==> config.mk <==
export PLATFORM = sky130hd
export DESIGN_NAME = dma_chan_engine
export DESIGN_NICKNAME = d
export VERILOG_FILES = /design/src/rtl/dma_eng_pkg.sv /design/src/rtl/dma_mode_dec.sv /design/src/rtl/dma_xfer_regs.sv /design/src/rtl/dma_addr_map.sv /design/src/rtl/dma_chan_engine.sv
export SDC_FILE = /design/constraint.sdc
export NUM_CORES = 1
export LEC_CHECK = 0
export CAP_MARGIN = 10
export CORE_MARGIN = 2
export CORE_UTILIZATION = 44
export DETAILED_ROUTE_END_ITERATION = 12
export DONT_BUFFER_PORTS = 1
export PLACE_DENSITY = 0.56
export SYNTH_ARGS = -nofsm -noshare
export SYNTH_HDL_FRONTEND = slang
export SYNTH_HIERARCHICAL = 1
export SYNTH_SLANG_ARGS = --single-unit
==> constraint.sdc <==
create_clock -name clk_i -period 4.8 [get_ports clk_i]
set_input_delay 1.2 -clock clk_i [delete_from_list [all_inputs] [get_ports clk_i]]
set_output_delay 1.2 -clock clk_i [all_outputs]
set_load 0.05 [all_outputs]
==> src/rtl/dma_eng_pkg.sv <==
package dma_eng_pkg;

  typedef enum logic [1:0] {
    ST_IDLE = 2'd0,
    ST_REQ  = 2'd1,
    ST_XFER = 2'd2
  } st_e;

  typedef enum logic [1:0] {
    XT_NONE     = 2'b00,
    XT_TO_MEM   = 2'b01,
    XT_FROM_MEM = 2'b10,
    XT_BAD      = 2'b11
  } xtype_e;

  typedef struct packed {
    logic   cascade;
    logic   autoinit;
    logic   decr;
    xtype_e xtype;
  } mode_t;

  function automatic mode_t decode_mode(input logic [7:0] m);
    mode_t r;
    r.cascade  = (m[7:6] == 2'b11);
    r.autoinit = m[4];
    r.decr     = m[5];
    r.xtype    = xtype_e'(m[3:2]);
    return r;
  endfunction

endpackage

==> src/rtl/dma_mode_dec.sv <==
module dma_mode_dec
  import dma_eng_pkg::*;
(
  input  logic [7:0] mode_i,
  output mode_t      mode_o
);
  always_comb mode_o = decode_mode(mode_i);
endmodule

==> src/rtl/dma_xfer_regs.sv <==
module dma_xfer_regs #(
  parameter int CNT_W = 16
) (
  input  logic             clk_i,
  input  logic             rst_ni,
  input  logic             load_i,
  input  logic [CNT_W-1:0] base_addr_i,
  input  logic [CNT_W-1:0] base_cnt_i,
  input  logic             step_i,
  input  logic             decr_i,
  input  logic             autoinit_i,
  output logic [CNT_W-1:0] cur_addr_o,
  output logic [CNT_W-1:0] cur_cnt_o,
  output logic             cnt_zero_o
);
  localparam logic [CNT_W-1:0] ONE = {{(CNT_W-1){1'b0}}, 1'b1};

  logic [CNT_W-1:0] base_addr_q, base_cnt_q, cur_addr_q, cur_cnt_q;

  assign cnt_zero_o = (cur_cnt_q == '0);
  assign cur_addr_o = cur_addr_q;
  assign cur_cnt_o  = cur_cnt_q;

  always_ff @(posedge clk_i or negedge rst_ni) begin
    if (!rst_ni) begin
      base_addr_q <= '0;
      base_cnt_q  <= '0;
      cur_addr_q  <= '0;
      cur_cnt_q   <= '0;
    end else if (load_i) begin
      base_addr_q <= base_addr_i;
      base_cnt_q  <= base_cnt_i;
      cur_addr_q  <= base_addr_i;
      cur_cnt_q   <= base_cnt_i;
    end else if (step_i) begin
      if (cnt_zero_o && autoinit_i) begin
        cur_addr_q <= base_addr_q;
        cur_cnt_q  <= base_cnt_q;
      end else begin
        // 16-bit wrap only; page is never touched
        cur_addr_q <= decr_i ? cur_addr_q - ONE : cur_addr_q + ONE;
        cur_cnt_q  <= cur_cnt_q - ONE;
      end
    end
  end
endmodule

==> src/rtl/dma_addr_map.sv <==
module dma_addr_map #(
  parameter int CNT_W  = 16,
  parameter int PAGE_W = 8,
  localparam int ADDR_W = CNT_W + PAGE_W
) (
  input  logic [PAGE_W-1:0] page_i,
  input  logic [CNT_W-1:0]  cur_addr_i,
  input  logic              word_i,
  output logic [ADDR_W-1:0] addr_o
);
  logic [ADDR_W-1:0] byte_addr, word_addr;

  assign byte_addr = {page_i, cur_addr_i};
  // word channels: low page bit dropped, register shifted by one
  assign word_addr = {page_i[PAGE_W-1:1], cur_addr_i, 1'b0};
  assign addr_o    = word_i ? word_addr : byte_addr;
endmodule

==> src/rtl/dma_chan_engine.sv <==
module dma_chan_engine
  import dma_eng_pkg::*;
#(
  parameter int CNT_W  = 16,
  parameter int PAGE_W = 8,
  localparam int ADDR_W = CNT_W + PAGE_W
) (
  input  logic              clk_i,
  input  logic              rst_ni,
  input  logic              load_i,
  input  logic [7:0]        mode_i,
  input  logic [CNT_W-1:0]  base_addr_i,
  input  logic [CNT_W-1:0]  base_cnt_i,
  input  logic [PAGE_W-1:0] page_i,
  input  logic              word_i,
  input  logic              dreq_i,
  input  logic              hlda_i,
  output logic              hrq_o,
  output logic              dack_o,
  output logic [ADDR_W-1:0] addr_o,
  output logic              mem_rd_o,
  output logic              mem_wr_o,
  output logic              io_rd_o,
  output logic              io_wr_o,
  output logic              tc_o,
  output logic              mask_o,
  output logic [CNT_W-1:0]  cur_cnt_o
);
  mode_t             md;
  st_e               st_q, st_d;
  logic              mask_q;
  logic              xfer;
  logic              cnt_zero;
  logic [CNT_W-1:0]  cur_addr;
  logic [ADDR_W-1:0] map_addr;

  dma_mode_dec u_dec (
    .mode_i (mode_i),
    .mode_o (md)
  );

  dma_xfer_regs #(.CNT_W(CNT_W)) u_regs (
    .clk_i       (clk_i),
    .rst_ni      (rst_ni),
    .load_i      (load_i),
    .base_addr_i (base_addr_i),
    .base_cnt_i  (base_cnt_i),
    .step_i      (xfer),
    .decr_i      (md.decr),
    .autoinit_i  (md.autoinit),
    .cur_addr_o  (cur_addr),
    .cur_cnt_o   (cur_cnt_o),
    .cnt_zero_o  (cnt_zero)
  );

  dma_addr_map #(.CNT_W(CNT_W), .PAGE_W(PAGE_W)) u_map (
    .page_i     (page_i),
    .cur_addr_i (cur_addr),
    .word_i     (word_i),
    .addr_o     (map_addr)
  );

  assign xfer = (st_q == ST_XFER);

  always_comb begin
    st_d = st_q;
    unique case (st_q)
      ST_IDLE: if (!mask_q && dreq_i && !md.cascade) st_d = ST_REQ;
      ST_REQ:  if (hlda_i) st_d = ST_XFER;
               else if (!dreq_i) st_d = ST_IDLE;
      ST_XFER: st_d = ST_IDLE;  // single mode: release bus after one cycle
      default: st_d = ST_IDLE;
    endcase
    if (load_i) st_d = ST_IDLE;
  end

  always_ff @(posedge clk_i or negedge rst_ni) begin
    if (!rst_ni) begin
      st_q   <= ST_IDLE;
      mask_q <= 1'b1;
    end else begin
      st_q <= st_d;
      if (load_i) mask_q <= 1'b0;
      else if (xfer && cnt_zero && !md.autoinit) mask_q <= 1'b1;
    end
  end

  always_comb begin
    if (md.cascade) begin
      hrq_o  = dreq_i && !mask_q;
      dack_o = hlda_i && !mask_q;
    end else begin
      hrq_o  = (st_q == ST_REQ) || xfer;
      dack_o = xfer;
    end
  end

  assign addr_o   = xfer ? map_addr : '0;
  assign io_rd_o  = xfer && (md.xtype == XT_TO_MEM);
  assign mem_wr_o = xfer && (md.xtype == XT_TO_MEM);
  assign mem_rd_o = xfer && (md.xtype == XT_FROM_MEM);
  assign io_wr_o  = xfer && (md.xtype == XT_FROM_MEM);
  assign tc_o     = xfer && cnt_zero;
  assign mask_o   = mask_q;
endmodule

==> key figures <==
Synthesis
  • Yosys top cell by area: dfrtp_1
  • Post-synth top flop: dfrtp_1
  • Syn_area_per_cell: 8.854 sq um
  • Synth top cells by count: dfrtp_1, o21ai_0, nand2_1, nor2_1
  • Ys Warns: 6
  • Post-synth EDFFs: 0
  • Syn_nets: 600
  • Distinct cells, synth: 66
  • Synthesis-stage register bit count: 67
  • Top-count cell post-synth: dfrtp_1
  • Seq/Total Area, Yosys: between 30% and 40%
  • Yosys top cell area share: about 35%
  • Ys async rst share: 100.0%
  • Cell Area, Synth: 4657 sq um
  • Syn Inst Count: 526
  • Ranking of synthesized cells by area: dfrtp_1, o21ai_0, ha_1, mux2_2, a21oi_1

Route
  • DRC Markers: 0
  • Vias: between 3,000 and 4,000
  • Routed len/inst: roughly 18 um
  • Vias per std cell: between 5 and 6
  • Routed Antenna Nets: 0
  • Met2 Routed Length: about 5.4 mm
  • Pre-antenna DRT Iters: 5
  • DR WL met3: approximately 810 um
  • DR top layer: met4
  • Routed WL: about 12 mm
  • M1 wire length: roughly 5.2 mm
  • Starting DRT DRC Count: 262

Die
  • Io pins: slightly above 100
  • Chip Height: 106.9 um
  • Starting Density: between 40% and 50%
  • Row count: 37
  • Die area: between 10,000 and 15,000 sq um
  • Die Wd: 106.9 um
  • Core footprint: roughly 10,000 sq um

Setup path
  • FF-to-FF Start: u_regs/cur_cnt_o[0]$_DFFE_PN0P_
  • R2R Path End: u_regs/cur_addr_o[14]$_DFFE_PN0P_
  • Reg-to-reg slack, setup: roughly 1.6 ns
  • Data required time of the worst path: 3.60 ns
  • CP Data Arrival Time: around 2.8 ns
  • Worst-path maximum fanout: 6
  • Setup CP Type: reg -> out
  • Crit end category: output pin
  • Worst setup startpoint: u_regs/cur_cnt_o[0]$_DFFE_PN0P_
  • Worst Setup Start Kind: flop
  • FF-to-FF path depth: 8

Global route
  • Vias in the first global route: approximately 3,600
  • First-pass GRT wire length: about 19 mm
  • Initial antenna violation count: 0
  • Largest net degree at the start of global routing: 96
  • Gr usage total: between 20% and 30%
  • Gr ovfl total: 0

Power and ir drop
  • Leakage: 2.080 nW
  • PwrDens: roughly 330 nW/um^2
  • P_sw: around 0.51 mW
  • Clock Power Share: 35.5%
  • Flop pwr share: approximately 44%
  • Max IR drop VDD: about 180 uV
  • Pint: about 1.1 mW
  • Sw Ratio: between 30% and 40%
  • Comb power frac: between 20% and 30%

Clocking
  • Post-CTS resize count: 0
  • Cts bufs inserted: 9
  • H-tree levels: 3
  • Clk pin slew, worst setup/hold paths: 0.07 ns
  • Clock insertion delay at the later pin of the skew report: ~0.34 ns
  • Clock Tree Buf Depth: 2
  • CTS Root Cell: clkbuf_8
  • TritonCTS clock tree: yes
  • Setup bufs post-CTS: 0
  • TritonCTS Sinks: 67
  • Cts hold-fix bufs: 0

Worst hold path
  • Worst Hold Class: reg -> reg
  • Hold Path End: u_regs/base_cnt_q[15]$_DFFE_PN0P_
  • Hold Path Stages: 1
  • Hold path startpoint: u_regs/base_cnt_q[15]$_DFFE_PN0P_

STA
  • Count of final hold-check violations: 0
  • Worst setup margin: about 0.85 ns
  • Hold Slack: 0.5055 ns
  • Post-layout min period: a little under 4 ns
  • Max Clock Freq: between 0.2 and 0.3 GHz
  • Final setup TNS: 0 ns
  • Worst-Margin Slew: around 0.99 ns
  • Final setup vio count: 0
  • Clock Skews: 0.01159 ns
  • RSZ-0062 raised after global routing: no
  • Slew Limit Headroom: between 30% and 40%
  • Slew Limit Fails: 0
  • Fin crit share: between 80% and 90%

Final layout
  • Syn-to-layout area delta: 5.159%
  • Final instance area: approximately 5000 sq um
  • Antenna fix cells: 0
  • Share of cells above drive strength 1: roughly 12%
  • Nets: roughly 580
  • Fill count: about 1,000

Placed design
  • IO buf count: 0
  • Area after DPL: 4656 sq um
  • HPWL after DPL: 8.164 mm
  • GPL Wtd Cong: roughly 0.85
  • DP Worst Slack: ~1.2 ns

Flow run
  • Max cap viols: 0

Run status
  • Status: completed
## cell families after synthesis
logic type,count (synthesis),synth area share (%)
AO/OA/AOI/OAI,156,20.63
AND/OR/NAND/NOR,153,17.38
buffers and inverters,77,7.980
flip-flops,67,36.03
multiplexers,36,9.242
adder cells (fa/ha/maj),20,5.535
XOR/XNOR,17,3.197
## registers in the layout, summed over array words and instances (netlist names)
signal,count
u_regs/cur_addr_o,16
u_regs/base_addr_q,16
u_regs/cur_cnt_o,16
st_q,2
u_regs/base_cnt_q,16
mask_o,1
## area by class of cell
cell class                 instances  area [sq um]  share of cell area (%)
multi-input combinational        382          2624                   53.58
inverter                          36         135.1                   2.759
sequential                        67          1678                   34.26
clock buffer                      11         141.4                   2.887
clock inverter                     5         100.1                   2.044
timing repair buffer               6         48.80                  0.9964
tap                              136         170.2                   3.475
## metrics by stage
stage / utilization, % / instances / total power, mW
after detailed placement: 45.10 / 627 / 1.066
after floorplan: - / 526 / 1.016
after global placement: 45.10 / 627 / 1.059
after global routing: 47.44 / 643 / 1.725
final: 47.44 / 643 / 1.639
after CTS: 47.44 / 643 / 1.647
## power by group through the flow
stage / Clock [mW] / Sequential, mW / Combinational [mW]
after floorplan: 0 / 0.712 / 0.304
after global placement: 0 / 0.732 / 0.327
after detailed placement: 0 / 0.733 / 0.332
after CTS: 0.590 / 0.722 / 0.335
after global routing: 0.619 / 0.731 / 0.375
final: 0.581 / 0.722 / 0.335
## worst max-delay path: stages, from the launching register on
cell	delay, ns
dfrtp_1	0.61
inv_1	0.18
ha_1	0.15
or4b_1	0.58
nor4_4	0.36
and2_1	0.54
## layer usage
layer  up-vias  track usage [%]
met5         -                0
met2       114            33.53
met4         0            4.917
li1       1820                -
met3        10            6.444
met1      1841            27.30
## how the worst max path moves through the flow
stage	to	slack, ns	cells past startpoint
floorplan	mem_rd_o	0.70	3
global placement	tc_o	1.25	5
detailed placement	tc_o	1.20	5
CTS	tc_o	0.83	5
global route	tc_o	0.74	5
finish	tc_o	0.85	5
## layout by cell type (no fill, tap or decap), drive strengths merged, types with 3 or more instances in the layout
cell type	count
dfrtp	66
o21ai	56
nand2	39
nor2	37
inv	36
a21oi	35
mux2	29
and2	27
ha	19
xnor2	13
nor3	12
clkbuf	11
a211oi	10
a22oi	10
mux2i	7
buf	6
o211ai	5
or3	5
and3	5
a31oi	5
nand3	4
xor2	4
o31ai	4
o22ai	4
or4	4
nor4	4
bufinv	3
nor2b	3
a21o	3
a22o	3
o221ai	3
o21a	3
Note: power is estimated with default switching activity, not from simulation.
